### config.mk
export PLATFORM = sky130hd
export DESIGN_NAME = uart_chan_router
export DESIGN_NICKNAME = d
export VERILOG_FILES = /design/src/rtl/uart_route_pkg.sv /design/src/rtl/route_fifo.sv /design/src/rtl/route_arb.sv /design/src/rtl/uart_chan_router.sv
export SDC_FILE = /design/constraint.sdc
export NUM_CORES = 1
export LEC_CHECK = 0
export CAP_MARGIN = 10
export CORE_MARGIN = 2
export CORE_UTILIZATION = 57
export CTS_BUF_LIST = sky130_fd_sc_hd__clkbuf_2 sky130_fd_sc_hd__clkbuf_4 sky130_fd_sc_hd__clkbuf_8
export DETAILED_ROUTE_END_ITERATION = 10
export GPL_ROUTABILITY_DRIVEN = 0
export PLACE_DENSITY_LB_ADDON = 0.25
export SETUP_SLACK_MARGIN = 0.15
export SLEW_MARGIN = 5
export SYNTH_ARGS = -nofsm -noshare
export SYNTH_HDL_FRONTEND = slang
export SYNTH_SLANG_ARGS = --single-unit
### constraint.sdc
create_clock -name clk -period 4 [get_ports clk]
set_clock_uncertainty 0.05 [all_clocks]
set_input_delay 0.6 -clock clk [delete_from_list [all_inputs] [get_ports clk]]
set_output_delay 0.6 -clock clk [all_outputs]
set_load 0.01 [all_outputs]
### src/rtl/uart_route_pkg.sv
package uart_route_pkg;
   typedef enum logic [1:0] {
      CH_NORMAL = 2'b00,
      CH_ECHO   = 2'b01,
      CH_LOCAL  = 2'b10,
      CH_REMOTE = 2'b11
   } chan_mode_e;
endpackage

### src/rtl/route_fifo.sv
module route_fifo #(
   parameter int W     = 8,
   parameter int DEPTH = 16
) (
   input  logic         clk,
   input  logic         rst_n,
   input  logic         push_i,
   input  logic [W-1:0] din_i,
   input  logic         pop_i,
   input  logic         lose_i,
   input  logic         clr_i,
   output logic [W-1:0] head_o,
   output logic         empty_o,
   output logic         full_o,
   output logic         ovf_o
);
   localparam int AW = (DEPTH > 1) ? $clog2(DEPTH) : 1;
   localparam int CW = $clog2(DEPTH + 1);
   localparam logic [CW-1:0] CNT_MAX = CW'(DEPTH);

   generate
      if (DEPTH < 2) begin : g_bad_depth
         $error("route_fifo: DEPTH must be at least 2");
      end
      if (W < 1) begin : g_bad_width
         $error("route_fifo: W must be at least 1");
      end
   endgenerate

   logic [W-1:0]  mem [DEPTH];
   logic [AW-1:0] wr_ptr, rd_ptr, wr_nxt, rd_nxt;
   logic [CW-1:0] count;
   logic          ovf_q, do_push, do_pop;

   assign full_o  = (count == CNT_MAX);
   assign empty_o = (count == '0);
   assign do_push = push_i && !full_o;
   assign do_pop  = pop_i && !empty_o;

   // pointer wrap: free wrap for power-of-two depths, compare otherwise
   generate
      if ((1 << AW) == DEPTH) begin : g_wrap_pow2
         assign wr_nxt = wr_ptr + 1'b1;
         assign rd_nxt = rd_ptr + 1'b1;
      end else begin : g_wrap_cmp
         assign wr_nxt = (wr_ptr == AW'(DEPTH - 1)) ? '0 : wr_ptr + 1'b1;
         assign rd_nxt = (rd_ptr == AW'(DEPTH - 1)) ? '0 : rd_ptr + 1'b1;
      end
   endgenerate

   always_ff @(posedge clk) begin
      if (do_push) mem[wr_ptr] <= din_i;
   end

   always_ff @(posedge clk) begin
      if (!rst_n) begin
         wr_ptr <= '0;
         rd_ptr <= '0;
         count  <= '0;
         ovf_q  <= 1'b0;
      end else begin
         if (do_push) wr_ptr <= wr_nxt;
         if (do_pop)  rd_ptr <= rd_nxt;
         case ({do_push, do_pop})
            2'b10:   count <= count + 1'b1;
            2'b01:   count <= count - 1'b1;
            default: count <= count;
         endcase
         if (clr_i)
            ovf_q <= 1'b0;
         else if ((push_i && full_o) || lose_i)
            ovf_q <= 1'b1;
      end
   end

   assign head_o = mem[rd_ptr];
   assign ovf_o  = ovf_q;

   a_r10_full_push_dropped: assert property (@(posedge clk) disable iff (!rst_n)
      (full_o && push_i && !pop_i) |=> full_o);
   a_r10_ovf_sticky: assert property (@(posedge clk) disable iff (!rst_n)
      (ovf_q && !clr_i) |=> ovf_q);
   a_r9_pop_empty_noop: assert property (@(posedge clk) disable iff (!rst_n)
      (empty_o && pop_i && !push_i) |=> empty_o);
   a_r9_count_bound: assert property (@(posedge clk) disable iff (!rst_n)
      count <= CNT_MAX);
endmodule

### src/rtl/route_arb.sv
module route_arb
   import uart_route_pkg::*;
#(
   parameter int           W   = 8,
   parameter logic [W-1:0] BRK = '0
) (
   input  logic         clk,
   input  logic         rst_n,
   input  chan_mode_e   mode,
   input  logic         line_vld,
   input  logic [W-1:0] line_byte,
   input  logic         brk_seen,
   input  logic         host_wr,
   input  logic [W-1:0] host_byte,
   output logic         rx_push,
   output logic [W-1:0] rx_data,
   output logic         rx_lose,
   output logic         tx_push,
   output logic [W-1:0] tx_data
);
   localparam int NSRC = 4;   // held, break, line, host in priority order

   logic         hold_v, hold_v_n;
   logic [W-1:0] hold_d, hold_d_n;
   logic         line_to_rx, host_to_rx, line_to_tx, host_to_tx;
   logic [NSRC-1:0] req;
   logic [W-1:0]    cand [NSRC];
   logic [1:0]      taken;

   assign line_to_rx = line_vld && (mode == CH_NORMAL || mode == CH_ECHO);
   assign line_to_tx = line_vld && (mode == CH_ECHO || mode == CH_REMOTE);
   assign host_to_rx = host_wr && (mode == CH_LOCAL);
   assign host_to_tx = host_wr && (mode == CH_NORMAL);

   assign req     = {host_to_rx, line_to_rx, brk_seen, hold_v};
   assign cand[0] = hold_d;
   assign cand[1] = BRK;
   assign cand[2] = line_byte;
   assign cand[3] = host_byte;

   always_comb begin
      rx_push  = 1'b0;
      rx_data  = '0;
      hold_v_n = 1'b0;
      hold_d_n = hold_d;
      rx_lose  = 1'b0;
      taken    = '0;
      for (int i = 0; i < NSRC; i++) begin
         if (req[i]) begin
            if (taken == 2'd0) begin
               rx_push = 1'b1;
               rx_data = cand[i];
            end else if (taken == 2'd1) begin
               hold_v_n = 1'b1;
               hold_d_n = cand[i];
            end else begin
               rx_lose = 1'b1;
            end
            if (taken != 2'd3) taken = taken + 1'b1;
         end
      end
   end

   assign tx_push = line_to_tx || host_to_tx;
   assign tx_data = host_to_tx ? host_byte : line_byte;

   always_ff @(posedge clk) begin
      if (!rst_n) begin
         hold_v <= 1'b0;
         hold_d <= '0;
      end else begin
         hold_v <= hold_v_n;
         hold_d <= hold_d_n;
      end
   end

   a_r6_break_zero: assert property (@(posedge clk) disable iff (!rst_n)
      (brk_seen && !hold_v) |-> (rx_push && rx_data == BRK));
   a_r8_hold_drains: assert property (@(posedge clk) disable iff (!rst_n)
      hold_v |-> rx_push);
   a_r3_remote_no_line_rx: assert property (@(posedge clk) disable iff (!rst_n)
      (mode == CH_REMOTE && !hold_v && !brk_seen) |-> !rx_push);
   a_r5_host_discard: assert property (@(posedge clk) disable iff (!rst_n)
      ((mode == CH_ECHO || mode == CH_REMOTE) && !line_vld) |-> !tx_push);
endmodule

### src/rtl/uart_chan_router.sv
module uart_chan_router
   import uart_route_pkg::*;
#(
   parameter int                DATA_W     = 8,
   parameter int                FIFO_DEPTH = 16,
   parameter logic [DATA_W-1:0] BRK_BYTE   = '0
) (
   input  logic              clk,
   input  logic              rst_n,
   input  logic [1:0]        mode_sel,
   input  logic              line_vld,
   input  logic [DATA_W-1:0] line_byte,
   input  logic              brk_seen,
   input  logic              host_wr,
   input  logic [DATA_W-1:0] host_byte,
   input  logic              rxq_pop,
   input  logic              txq_pop,
   input  logic              ovf_clr,
   output logic [DATA_W-1:0] rxq_head,
   output logic              rxq_empty,
   output logic              rxq_full,
   output logic              rxq_ovf,
   output logic [DATA_W-1:0] txq_head,
   output logic              txq_empty,
   output logic              txq_full,
   output logic              txq_ovf
);
   generate
      if (DATA_W < 1) begin : g_bad_w
         $error("uart_chan_router: DATA_W must be positive");
      end
   endgenerate

   chan_mode_e        mode;
   logic              rx_push, rx_lose, tx_push;
   logic [DATA_W-1:0] rx_data, tx_data;

   assign mode = chan_mode_e'(mode_sel);

   route_arb #(.W(DATA_W), .BRK(BRK_BYTE)) u_arb (
      .clk(clk), .rst_n(rst_n), .mode(mode),
      .line_vld(line_vld), .line_byte(line_byte), .brk_seen(brk_seen),
      .host_wr(host_wr), .host_byte(host_byte),
      .rx_push(rx_push), .rx_data(rx_data), .rx_lose(rx_lose),
      .tx_push(tx_push), .tx_data(tx_data)
   );

   route_fifo #(.W(DATA_W), .DEPTH(FIFO_DEPTH)) u_rxq (
      .clk(clk), .rst_n(rst_n), .push_i(rx_push), .din_i(rx_data),
      .pop_i(rxq_pop), .lose_i(rx_lose), .clr_i(ovf_clr),
      .head_o(rxq_head), .empty_o(rxq_empty), .full_o(rxq_full), .ovf_o(rxq_ovf)
   );

   route_fifo #(.W(DATA_W), .DEPTH(FIFO_DEPTH)) u_txq (
      .clk(clk), .rst_n(rst_n), .push_i(tx_push), .din_i(tx_data),
      .pop_i(txq_pop), .lose_i(1'b0), .clr_i(ovf_clr),
      .head_o(txq_head), .empty_o(txq_empty), .full_o(txq_full), .ovf_o(txq_ovf)
   );
endmodule

==> impl_metrics.csv <==
group,metric,value,unit
clock_network,cts_sinks,301,
clock_network,cts-resized-gates,0,
clock_network,cts_max_level,2,
layout,layout.nets,895,
min_path,hp-start,"u_arb.hold_d[0]",
timing,setup_viol_count_final,0,
clock_network,cts-root-buf,"clkbuf_8",
floorplan,num_rows,54,
synth,syn-num-nets,806,
floorplan,start_util,57.7,%
worst_setup_path,rr_endpoint,"u_rxq.count[4]",
place,dpl-instance-area,13400,µm²
timing,worst_pin_slew,0.850,ns
min_path,hold_depth,2,
route,wire_per_inst,22.2,µm
layout,final_area,14300,µm²
place,dpl.hpwl,16.9,mm
timing,setup_tns,0,ns
synth,syn_inst,757,
clock_network,cts_tree,"built",
worst_setup_path,cp.required,3.35,ns
floorplan,dieArea,23200,µm²
power_and_ir_drop,ir_worst_vdd,0.438,mV
floorplan,fp.coreArea,21700,µm²
min_path,hold_path_end,"u_arb.hold_d[0]",
place,portBuffers,47,
timing,finalCritPeriodShare,90.0,%
timing,finalHoldViolations,0,
route,drt-pass1-iter-count,4,
route,wirelength,25.7,mm
run_status,outcome,"complete, no violations",
worst_setup_path,cp_max_fo,13,
grt,grt_pass1_wl,40.1,mm
timing,fmax,278,MHz
grt,grt_max_degree,33,
power_and_ir_drop,power_density,586,nW/µm²
worst_setup_path,r2r_setup_slack,0.45,ns
worst_setup_path,cp-end-kind,"output port",
clock_network,clkTransAtPathRegs,0.06,ns
clock_network,cts_setup_buffers,0,
flow_run,max_cap_viol_count,0,
min_path,hold_path.class,"register to register",
synth,synth_cell_types,60,
grt,grt-ovfl-total,0,
grt,track_usage,22.5,%
floorplan,die_h,152,µm
synth,async_reset_ff_share,0,%
synth,seq_area_frac_synth,68.6,%
layout,n_fill_cell,1410,
worst_setup_path,reg2reg_from,"u_arb.hold_v",
synth,syn_area,12500,µm²
route,route.detailed.drc,0,
worst_setup_path,r2r_cells,12,
clock_network,clock_path_buffers,3,
layout,diodes,0,
timing,rsz0062_at_grt,"false",
route,vias_per_cell,6.15,
layout,final_layout_size_suffix_gt1_share,21.6,%
worst_setup_path,path_class,"register to output port",
layout,final_common_cell,"edfxtp_1",
timing,period_needed,3.60,ns
floorplan,io_pins,48,
clock_network,cts_buffers,46,
floorplan,die_width,152,µm
synth,ys_seq_elements,301,
timing,slew_viol_final,0,
synth,synth-edff-count,256,
synth,yosysWarnings,0,
route,detailroute.via_count,7123,
power_and_ir_drop,power.static_leakage,4.88,nW
clock_network,cts_hold_buf,0,
grt,grt_pass1_vias,7220,
grt,antenna_found_initial,0,
route,first_iter_violations,631,
timing,max-slew-margin-rel,43.1,%
layout,layout_common_cells,"edfxtp_1 (256), mux4_2 (64), nor2_1 (56)",
route,antenna_left,0,
synth,syn_area_per_cell,16.5,µm²
worst_setup_path,startpoint_type,"register",
synth,ys.flop_type,"edfxtp_1",
layout,area_growth,14.5,%
worst_setup_path,critPathArrivalTime,2.95,ns
clock_network,clk_latency,0.55,ns
per-layer routing:
layer	vias to the layer above	part of all wire [%]	global-route usage, %
met2	325	47	35.6
met3	42	7.1	4.10
met1	3584	44	32.9
li1	3172	-	-
met4	0	1.8	5.92
met5	-	0	0
area by class of cell:
class | count | area, µm² | area share, %
sequential | 301 | 8590 | 59.9
multi-input combinational | 397 | 3690 | 25.8
clock buffer | 63 | 779 | 5.44
inverter | 18 | 67.6 | 0.471
clock inverter | 17 | 110 | 0.768
timing repair buffer | 82 | 746 | 5.20
tap | 280 | 350 | 2.44
cells in the mapped netlist (2+ instances only):
master | count | area, µm²
a21o_1 | 2 | 15.0
a21oi_1 | 8 | 40.0
a22oi_1 | 32 | 240
a311oi_1 | 7 | 61.3
a31oi_1 | 9 | 56.3
and2_1 | 16 | 100
and3_1 | 2 | 12.5
and3b_1 | 2 | 17.5
buf_1 | 10 | 37.5
buf_2 | 8 | 40.0
buf_6 | 2 | 22.5
clkbuf_1 | 20 | 75.1
dfxtp_1 | 45 | 901
edfxtp_1 | 256 | 7690
ha_1 | 22 | 275
inv_1 | 17 | 63.8
mux2_2 | 8 | 90.1
mux2i_1 | 10 | 100
mux4_2 | 64 | 1440
nand2_1 | 38 | 143
nand2b_1 | 9 | 56.3
nand3_1 | 29 | 145
nand3b_1 | 4 | 30.0
nand4_1 | 4 | 25.0
nand4b_1 | 9 | 78.8
nand4bb_1 | 2 | 22.5
nor2_1 | 56 | 210
nor2b_1 | 6 | 37.5
nor3_1 | 7 | 35.0
nor3b_2 | 2 | 25.0
nor4_1 | 3 | 18.8
o211ai_1 | 3 | 22.5
o21a_1 | 4 | 30.0
o21ai_0 | 3 | 15.0
o21ai_1 | 2 | 10.0
or3_1 | 2 | 12.5
or3b_1 | 2 | 17.5
or4_1 | 2 | 15.0
xnor2_1 | 3 | 26.3
xor2_1 | 7 | 61.3
report_power, final:
group          internal, mW  switching, mW
clock network          1.33           1.13
registers              3.62          0.206
logic                  1.08           1.03
through the flow:
step | power (mW) | cells | hold slack [ns] | worst slack, ns | utilization, %
6_report | 8.40 | 1158 | 0.453 | 0.402 | 66.1
5_1_grt | 8.77 | 1158 | 0.464 | 0.158 | 66.1
4_1_cts | 8.46 | 1158 | 0.454 | 0.315 | 66.1
3_5_place_dp | 6.01 | 1078 | 0.440 | 0.00120 | 62.0
3_3_place_gp | 5.91 | 1078 | 0.431 | 0.0870 | 62.0
2_1_floorplan | 5.24 | 757 | 0.420 | 0.214 | -
logic make-up after synthesis:
family                   synth area share (%)
XOR/XNOR                                0.700
buffers and inverters                    1.98
flip-flops                               68.6
AND/OR/NAND/NOR                          8.60
adder cells (fa/ha/maj)                  2.36
AO/OA/AOI/OAI                            4.73
multiplexers                             13.0
sequential cells by signal (all words and copies together), names as in the netlist, named ones only:
name	flops
u_rxq.count	5
u_rxq.rd_ptr	4
u_txq.count	5
u_txq.wr_ptr	4
u_rxq.mem	128
u_txq.mem	128
u_txq.ovf_o	1
u_arb.hold_v	1
u_rxq.wr_ptr	4
u_rxq.ovf_o	1
u_arb.hold_d	8
u_txq.rd_ptr	4
worst max-delay path, stage by stage, from the launching register on:
cell,delay [ns]
dfxtp_2,0.62
buf_4,0.36
mux4_2,0.57
a22oi_1,0.25
nand2_1,0.11
clkdlybuf4s50_1,0.49
worst max path at each step:
stage,from,to,cells past startpoint,slack [ns]
after global routing,register,rxq_head[6],5,0.16
after CTS,register,txq_head[4],5,0.31
after detailed placement,brk_seen,u_rxq.count[4],13,0.001
after global placement,brk_seen,u_rxq.count[4],13,0.09
after floorplan,u_arb.hold_v,u_rxq.count[4],15,0.21
final,register,rxq_head[6],5,0.40
Power figures use the tool's default switching activity.
